## src/rtl/lc_pkg.sv

```systemverilog
package lc_pkg;
  typedef enum logic [1:0] {
    OP_LDA = 2'd0,
    OP_LDB = 2'd1,
    OP_LDD = 2'd2,
    OP_STC = 2'd3
  } op_e;

  typedef enum logic [1:0] {
    ST_IDLE  = 2'd0,
    ST_ISSUE = 2'd1,
    ST_WAIT  = 2'd2,
    ST_DONE  = 2'd3
  } seq_state_e;
endpackage

```

## src/rtl/lc_rst_sync.sv

```systemverilog
module lc_rst_sync #(
  parameter int STAGES = 2
) (
  input  logic clk,
  input  logic rst_n,
  output logic rst_sync_n
);
  logic [STAGES-1:0] sync_q;

  always_ff @(posedge clk or negedge rst_n) begin
    if (!rst_n) sync_q <= '0;
    else        sync_q <= {sync_q[STAGES-2:0], 1'b1};
  end

  assign rst_sync_n = sync_q[STAGES-1];
endmodule

```

## src/rtl/lc_body_op.sv

```systemverilog
// Whole loop body as one combinational operator: no registers inside.
module lc_body_op #(
  parameter int DW = 32,
  parameter int CW = 16
) (
  input  logic [DW-1:0] x_val,
  input  logic [DW-1:0] y_val,
  input  logic [DW-1:0] d_val,
  input  logic [CW-1:0] idx,
  input  logic [CW-1:0] trip,
  output logic [DW-1:0] result,
  output logic [CW-1:0] idx_next,
  output logic          more
);
  always_comb begin
    result   = d_val + x_val + y_val + (x_val * y_val);
    idx_next = idx + CW'(1);
    more     = ({1'b0, idx} + (CW+1)'(1)) < {1'b0, trip};
  end
endmodule

```

## src/rtl/lc_mem_mux.sv

```systemverilog
// Selects address, write enable and data of the single memory port by op.
module lc_mem_mux
  import lc_pkg::*;
#(
  parameter int AW = 16,
  parameter int DW = 32,
  parameter int CW = 16
) (
  input  op_e           op,
  input  logic          issue,
  input  logic [AW-1:0] arg_a,
  input  logic [AW-1:0] arg_b,
  input  logic [AW-1:0] arg_c,
  input  logic [AW-1:0] arg_d,
  input  logic [CW-1:0] idx,
  input  logic [DW-1:0] x_val,
  input  logic [DW-1:0] y_val,
  input  logic [DW-1:0] result,
  output logic [AW-1:0] addr,
  output logic          we,
  output logic [DW-1:0] wdata
);
  logic [AW-1:0] idx_a;
  logic [AW-1:0] x_a;
  logic [AW-1:0] y_a;

  always_comb begin
    idx_a = AW'(idx);
    x_a   = AW'(x_val);
    y_a   = AW'(y_val);
    wdata = '0;
    we    = 1'b0;
    unique case (op)
      OP_LDA: addr = arg_a + idx_a;
      OP_LDB: addr = arg_b + idx_a;
      OP_LDD: addr = arg_d + y_a;
      OP_STC: begin
        addr  = arg_c + x_a;
        we    = issue;
        wdata = result;
      end
      default: addr = '0;
    endcase
  end
endmodule

```

## src/rtl/lc_block_seq.sv

```systemverilog
// Fast-clock sequencer: issues the memory ops of one block in program order.
module lc_block_seq
  import lc_pkg::*;
(
  input  logic clk,
  input  logic rst_n,
  input  logic start,
  input  logic n_is_zero,
  input  logic rsp_valid,
  input  logic more,
  output logic accept,
  output logic req,
  output op_e  op,
  output logic cap_x,
  output logic cap_y,
  output logic cap_d,
  output logic commit,
  output logic done
);
  seq_state_e state_q, state_d;
  op_e        op_q, op_d;
  logic       rsp_here;

  always_comb begin
    state_d  = state_q;
    op_d     = op_q;
    accept   = 1'b0;
    rsp_here = (state_q == ST_WAIT) && rsp_valid;
    unique case (state_q)
      ST_IDLE, ST_DONE: begin
        if (start) begin
          accept  = 1'b1;
          op_d    = OP_LDA;
          state_d = n_is_zero ? ST_DONE : ST_ISSUE;
        end
      end
      ST_ISSUE: state_d = ST_WAIT;
      ST_WAIT: begin
        if (rsp_valid) begin
          if (op_q == OP_STC) begin
            op_d    = OP_LDA;
            state_d = more ? ST_ISSUE : ST_DONE;
          end else begin
            op_d    = op_e'(op_q + 2'd1);
            state_d = ST_ISSUE;
          end
        end
      end
      default: state_d = ST_IDLE;
    endcase
  end

  always_ff @(posedge clk or negedge rst_n) begin
    if (!rst_n) begin
      state_q <= ST_IDLE;
      op_q    <= OP_LDA;
    end else begin
      state_q <= state_d;
      op_q    <= op_d;
    end
  end

  assign req    = (state_q == ST_ISSUE);
  assign op     = op_q;
  assign cap_x  = rsp_here && (op_q == OP_LDA);
  assign cap_y  = rsp_here && (op_q == OP_LDB);
  assign cap_d  = rsp_here && (op_q == OP_LDD);
  assign commit = rsp_here && (op_q == OP_STC);
  assign done   = (state_q == ST_DONE);
endmodule

```

## src/rtl/loop_coproc.sv

```systemverilog
module loop_coproc
  import lc_pkg::*;
#(
  parameter int AW = 16,
  parameter int DW = 32,
  parameter int CW = 16
) (
  input  logic          clk,
  input  logic          rst_n,
  input  logic          start,
  input  logic [AW-1:0] base_a,
  input  logic [AW-1:0] base_b,
  input  logic [AW-1:0] base_c,
  input  logic [AW-1:0] base_d,
  input  logic [CW-1:0] count_n,
  output logic          done,
  output logic          blk_commit,
  output logic          mem_req,
  output logic          mem_we,
  output logic [AW-1:0] mem_addr,
  output logic [DW-1:0] mem_wdata,
  input  logic          mem_rvalid,
  input  logic [DW-1:0] mem_rdata
);
  logic          rst_i_n;
  logic          accept;
  logic          cap_x, cap_y, cap_d;
  logic          more;
  op_e           op;
  logic [AW-1:0] arg_a_q, arg_b_q, arg_c_q, arg_d_q;
  logic [CW-1:0] trip_q;
  logic [DW-1:0] x_q, y_q, d_q;
  logic [DW-1:0] result;
  logic [CW-1:0] idx_q, idx_d, idx_next;

  lc_rst_sync #(.STAGES(2)) u_rst (
    .clk(clk), .rst_n(rst_n), .rst_sync_n(rst_i_n)
  );

  lc_block_seq u_seq (
    .clk(clk), .rst_n(rst_i_n), .start(start),
    .n_is_zero(count_n == '0), .rsp_valid(mem_rvalid), .more(more),
    .accept(accept), .req(mem_req), .op(op),
    .cap_x(cap_x), .cap_y(cap_y), .cap_d(cap_d),
    .commit(blk_commit), .done(done)
  );

  lc_body_op #(.DW(DW), .CW(CW)) u_body (
    .x_val(x_q), .y_val(y_q), .d_val(d_q), .idx(idx_q), .trip(trip_q),
    .result(result), .idx_next(idx_next), .more(more)
  );

  lc_mem_mux #(.AW(AW), .DW(DW), .CW(CW)) u_mux (
    .op(op), .issue(mem_req),
    .arg_a(arg_a_q), .arg_b(arg_b_q), .arg_c(arg_c_q), .arg_d(arg_d_q),
    .idx(idx_q), .x_val(x_q), .y_val(y_q), .result(result),
    .addr(mem_addr), .we(mem_we), .wdata(mem_wdata)
  );

  // Call arguments: loaded on an accepted start.
  always_ff @(posedge clk or negedge rst_i_n) begin
    if (!rst_i_n) begin
      arg_a_q <= '0;
      arg_b_q <= '0;
      arg_c_q <= '0;
      arg_d_q <= '0;
      trip_q  <= '0;
    end else if (accept) begin
      arg_a_q <= base_a;
      arg_b_q <= base_b;
      arg_c_q <= base_c;
      arg_d_q <= base_d;
      trip_q  <= count_n;
    end
  end

  // Intra-block operand registers on the fast clock.
  always_ff @(posedge clk or negedge rst_i_n) begin
    if (!rst_i_n) begin
      x_q <= '0;
      y_q <= '0;
      d_q <= '0;
    end else begin
      if (cap_x) x_q <= mem_rdata;
      if (cap_y) y_q <= mem_rdata;
      if (cap_d) d_q <= mem_rdata;
    end
  end

  // Inter-block value: moves only on the slow commit enable.
  always_comb begin
    idx_d = idx_q;
    if (accept)          idx_d = '0;
    else if (blk_commit) idx_d = idx_next;
  end

  always_ff @(posedge clk or negedge rst_i_n) begin
    if (!rst_i_n) idx_q <= '0;
    else          idx_q <= idx_d;
  end
endmodule

```

## config.mk

```make
export PLATFORM = sky130hd
export DESIGN_NAME = loop_coproc
export DESIGN_NICKNAME = d
export VERILOG_FILES = /design/src/rtl/lc_pkg.sv /design/src/rtl/lc_rst_sync.sv /design/src/rtl/lc_body_op.sv /design/src/rtl/lc_mem_mux.sv /design/src/rtl/lc_block_seq.sv /design/src/rtl/loop_coproc.sv
export SDC_FILE = /design/constraint.sdc
export NUM_CORES = 2
export LEC_CHECK = 0
export BUFFER_PORTS_ARGS = -buffer_cell sky130_fd_sc_hd__buf_2
export CAP_MARGIN = 20
export CORE_ASPECT_RATIO = 0.5
export CORE_MARGIN = 1
export CORE_UTILIZATION = 45
export CTS_CLUSTER_DIAMETER = 150
export DETAILED_ROUTE_END_ITERATION = 8
export GPL_TIMING_DRIVEN = 0
export PLACE_DENSITY_LB_ADDON = 0.05
export SKIP_CTS_REPAIR_TIMING = 1
export SLEW_MARGIN = 20
export SYNTH_ARGS = -nofsm -noshare
export SYNTH_HDL_FRONTEND = slang
export SYNTH_SLANG_ARGS = --single-unit
export TNS_END_PERCENT = 10
```

## constraint.sdc

```tcl
create_clock -name clk -period 13.9 [get_ports clk]
set_clock_uncertainty 0.15 [all_clocks]
set_input_delay 0.695 -clock clk [delete_from_list [all_inputs] [get_ports clk]]
set_output_delay 0.695 -clock clk [all_outputs]
set_load 0.05 [all_outputs]
```

==> key figures <==
Status
  – Status: finished clean

Yosys
  – Yosys reg bits: between 150 and 200
  – Syn nets: 3972
  – Synth top area share: 34.6%
  – Count of different cell masters after synthesis: 73
  – Yosys warnings: 0
  – Synthesized area: 29000 sq um
  – Synth Flop Type: dfrtp_1
  – Synth area leader: fa_1
  – Sequential share of the synthesized area: 17.1%
  – Synth async-reset ratio: 100%
  – Area contributors post-synth: fa_1 35%, dfrtp_1 17%, inv_1 8.7%
  – Mean post-synth cell area: around 9 sq um
  – Gate Count Post-Synth: 3154
  – EDFF count, synth: 0

Routing
  – Final wirelength: 95200 microns
  – Detail Route Antenna Nets: 0
  – TritonRoute pass-1 iters: 7
  – Via density per instance: 5.19
  – DRC: 0
  – DR WL/cell: 22.7 microns
  – Drt initial violations: ~1600
  – Vias: 21800

STA
  – Endpoints failing setup: 0
  – Hold Vio Cnt, Final: 0
  – Minimum clock period: 10.33 ns
  – Setup_tns: 0 ns
  – Max Fclk: 96.8 MHz
  – Crit share post-route: 74.3%
  – Max Slew Vio Count: 0
  – Relative slew slack: approximately 22%
  – RSZ-0062 raised after global routing: false
  – Worst-Margin Slew: 1.17 ns

Finish
  – Most common cell after layout, fill and taps aside: inv_1
  – Fillers: between 6000 and 7000
  – Layout Nets: 4162
  – Fin cells: 4195
  – Layout cells sized above 1: around a tenth
  – Layout area overhead: 8.87%
  – Commonest non-fill, non-tap cells in the layout: 673 x inv_1, 502 x fa_1, 467 x nand2_1, 207 x nor2_1, 200 x ha_1

Clocking
  – Clk pin slew, worst setup/hold paths: ~0.090 ns
  – CTS tree: built
  – Max H-tree Level: 4
  – Maximum buffer depth of the clock tree: 2
  – Inserted Clock Buffers: 17
  – Root buffer cell: clkbuf_16
  – Skew-Pair Late Insertion Delay: 0.45 ns
  – Sinks on Clock Net: 198

Global routing
  – Initial antenna violation count: 3
  – Vias in the first global route: 22900
  – Overflow after GRT: 0
  – Global-route wire length before repair: about 140000 microns
  – GRT Overall Usage: 30.1%
  – Pin count of the biggest net entering global routing: 56

Setup path
  – Critical Path Fanout Max: 10
  – Top cell by count, worst path: fa_1
  – Startpoint types: flip-flop
  – CP max stage delay: approximately 0.89 ns
  – Critical path class: reg -> out
  – CP arrival: between 9 and 10 ns
  – CP Data Required Time: between 10 and 15 ns
  – Slowest cell on crit path: buf_1
  – Worst setup EP type: output pin

Flow run
  – MaxCap Viol Count: 0

Worst hold path
  – Hold WC Path Type: reg -> async

Die
  – Die Height: 182 microns
  – I/O Pins: between 150 and 200
  – Initial Utilization: 45.8%
  – Core area: about 63000 sq um
  – Row count: 65
  – Die footprint: 65600 sq um
  – Die Width: 361 microns

Placed design
  – Inst Count DP: 4161
  – Port bufs: 167
  – RD Place Congestion: 0.944
  – Detailed placement HPWL: 78600 microns
## per-stage QoR
step / area, sq um / setup WS [ns] / hold slack [ns] / utilization (%)
final: 31600 / 3.57 / 0.184 / 49.9
after global placement: 30900 / 4.05 / 0.186 / 48.8
after floorplan: 29000 / 5.72 / 0.181 / -
after global routing: 31600 / 3.02 / 0.212 / 49.9
after detailed placement: 31000 / 4.07 / 0.190 / 48.9
after CTS: 31600 / 3.53 / -0.153 / 49.8
## final timing paths
| kind | slack (ns) | cells after the start | from | to |
|---|---|---|---|---|
| max in group asynchronous | 12.41 | 2 | u_rst.sync_q[1]$_DFF_PN0_ | d_q[7]$_DFFE_PN0P_ |
| min in group clk | 0.21 | 0 | u_rst.sync_q[0]$_DFF_PN0_ | u_rst.sync_q[1]$_DFF_PN0_ |
| max reg2reg | 10.50 | 14 | idx_q[1]$_DFFE_PN0P_ | u_seq.state_q[1]$_DFFE_PN0P_ |
| min | 0.18 | 0 | u_rst.sync_q[1]$_DFF_PN0_ | arg_b_q[5]$_DFFE_PN0P_ |
| min reg2reg | 0.18 | 0 | u_rst.sync_q[1]$_DFF_PN0_ | arg_b_q[5]$_DFFE_PN0P_ |
| max | 3.57 | 26 | x_q[5]$_DFFE_PN0P_ | mem_wdata[30] |
## worst max-delay path, delay by kind of cell (launching register included)
| kind | cells | cell delay [ns] |
|---|---|---|
| XOR/XNOR | 1 | 0.14 |
| AND/OR/NAND/NOR | 2 | 0.23 |
| adder cells (fa/ha/maj) | 9 | 3.94 |
| AO/OA/AOI/OAI | 6 | 2.02 |
| flip-flops | 1 | 0.56 |
| buffers and inverters | 8 | 2.11 |
## flip-flops by register name (all words and copies together) (netlist names), 16 cells and up
signal	count
idx_q	16
arg_c_q	16
arg_a_q	16
arg_d_q	16
trip_q	16
d_q	32
x_q	32
y_q	32
arg_b_q	16
## Yosys cell counts (12+ instances only)
master / n
o21bai_1: 12
dfrtp_1: 198
a21o_1: 33
mux2_2: 111
buf_1: 17
o21a_1: 16
fa_1: 502
nor2_1: 207
ha_1: 200
and2_1: 198
a21oi_1: 42
xnor2_1: 96
xor2_1: 62
clkbuf_1: 106
and3_1: 12
o21ai_0: 46
inv_1: 673
nand2_1: 467
## area by class of cell
class / count / area [sq um] / share of cell area, %
diodes: 1 / 2.50 / 0.00792
plain buffers: 125 / 487 / 1.54
repair buffers: 171 / 928 / 2.94
inverters: 687 / 2580 / 8.16
clock buffers: 17 / 425 / 1.35
clock inverters: 15 / 163 / 0.515
well taps: 837 / 1050 / 3.31
flip-flops and latches: 198 / 4960 / 15.7
multi-input cells: 2144 / 21000 / 66.5
## per-layer routing
layer / vias to the layer above / wire, microns / global-route usage [%]
met5: - / 0 / 0
met4: 0 / 2230 / 7.03
met3: 118 / 8790 / 7.92
met2: 791 / 42000 / 46.6
met1: 11100 / 42100 / 42.1
li1: 9809 / - / -
## kinds of logic (layout without fill, tap and decap cells)
group           after synthesis  count (layout)  share of synthesized area, %
simple gates                944             944                          14.5
fa+ha+maj                   702             702                          43.3
buf+inv                     812            1015                          10.6
other cells                   1               2                        0.0129
xor+xnor                    158             158                          4.77
mux                         114             114                          4.41
flops                       198             198                          17.1
compound gates              225             225                          5.42
Power is not shown: default switching activity piles up to over one toggle a cycle in this logic, so the estimate is an artifact.
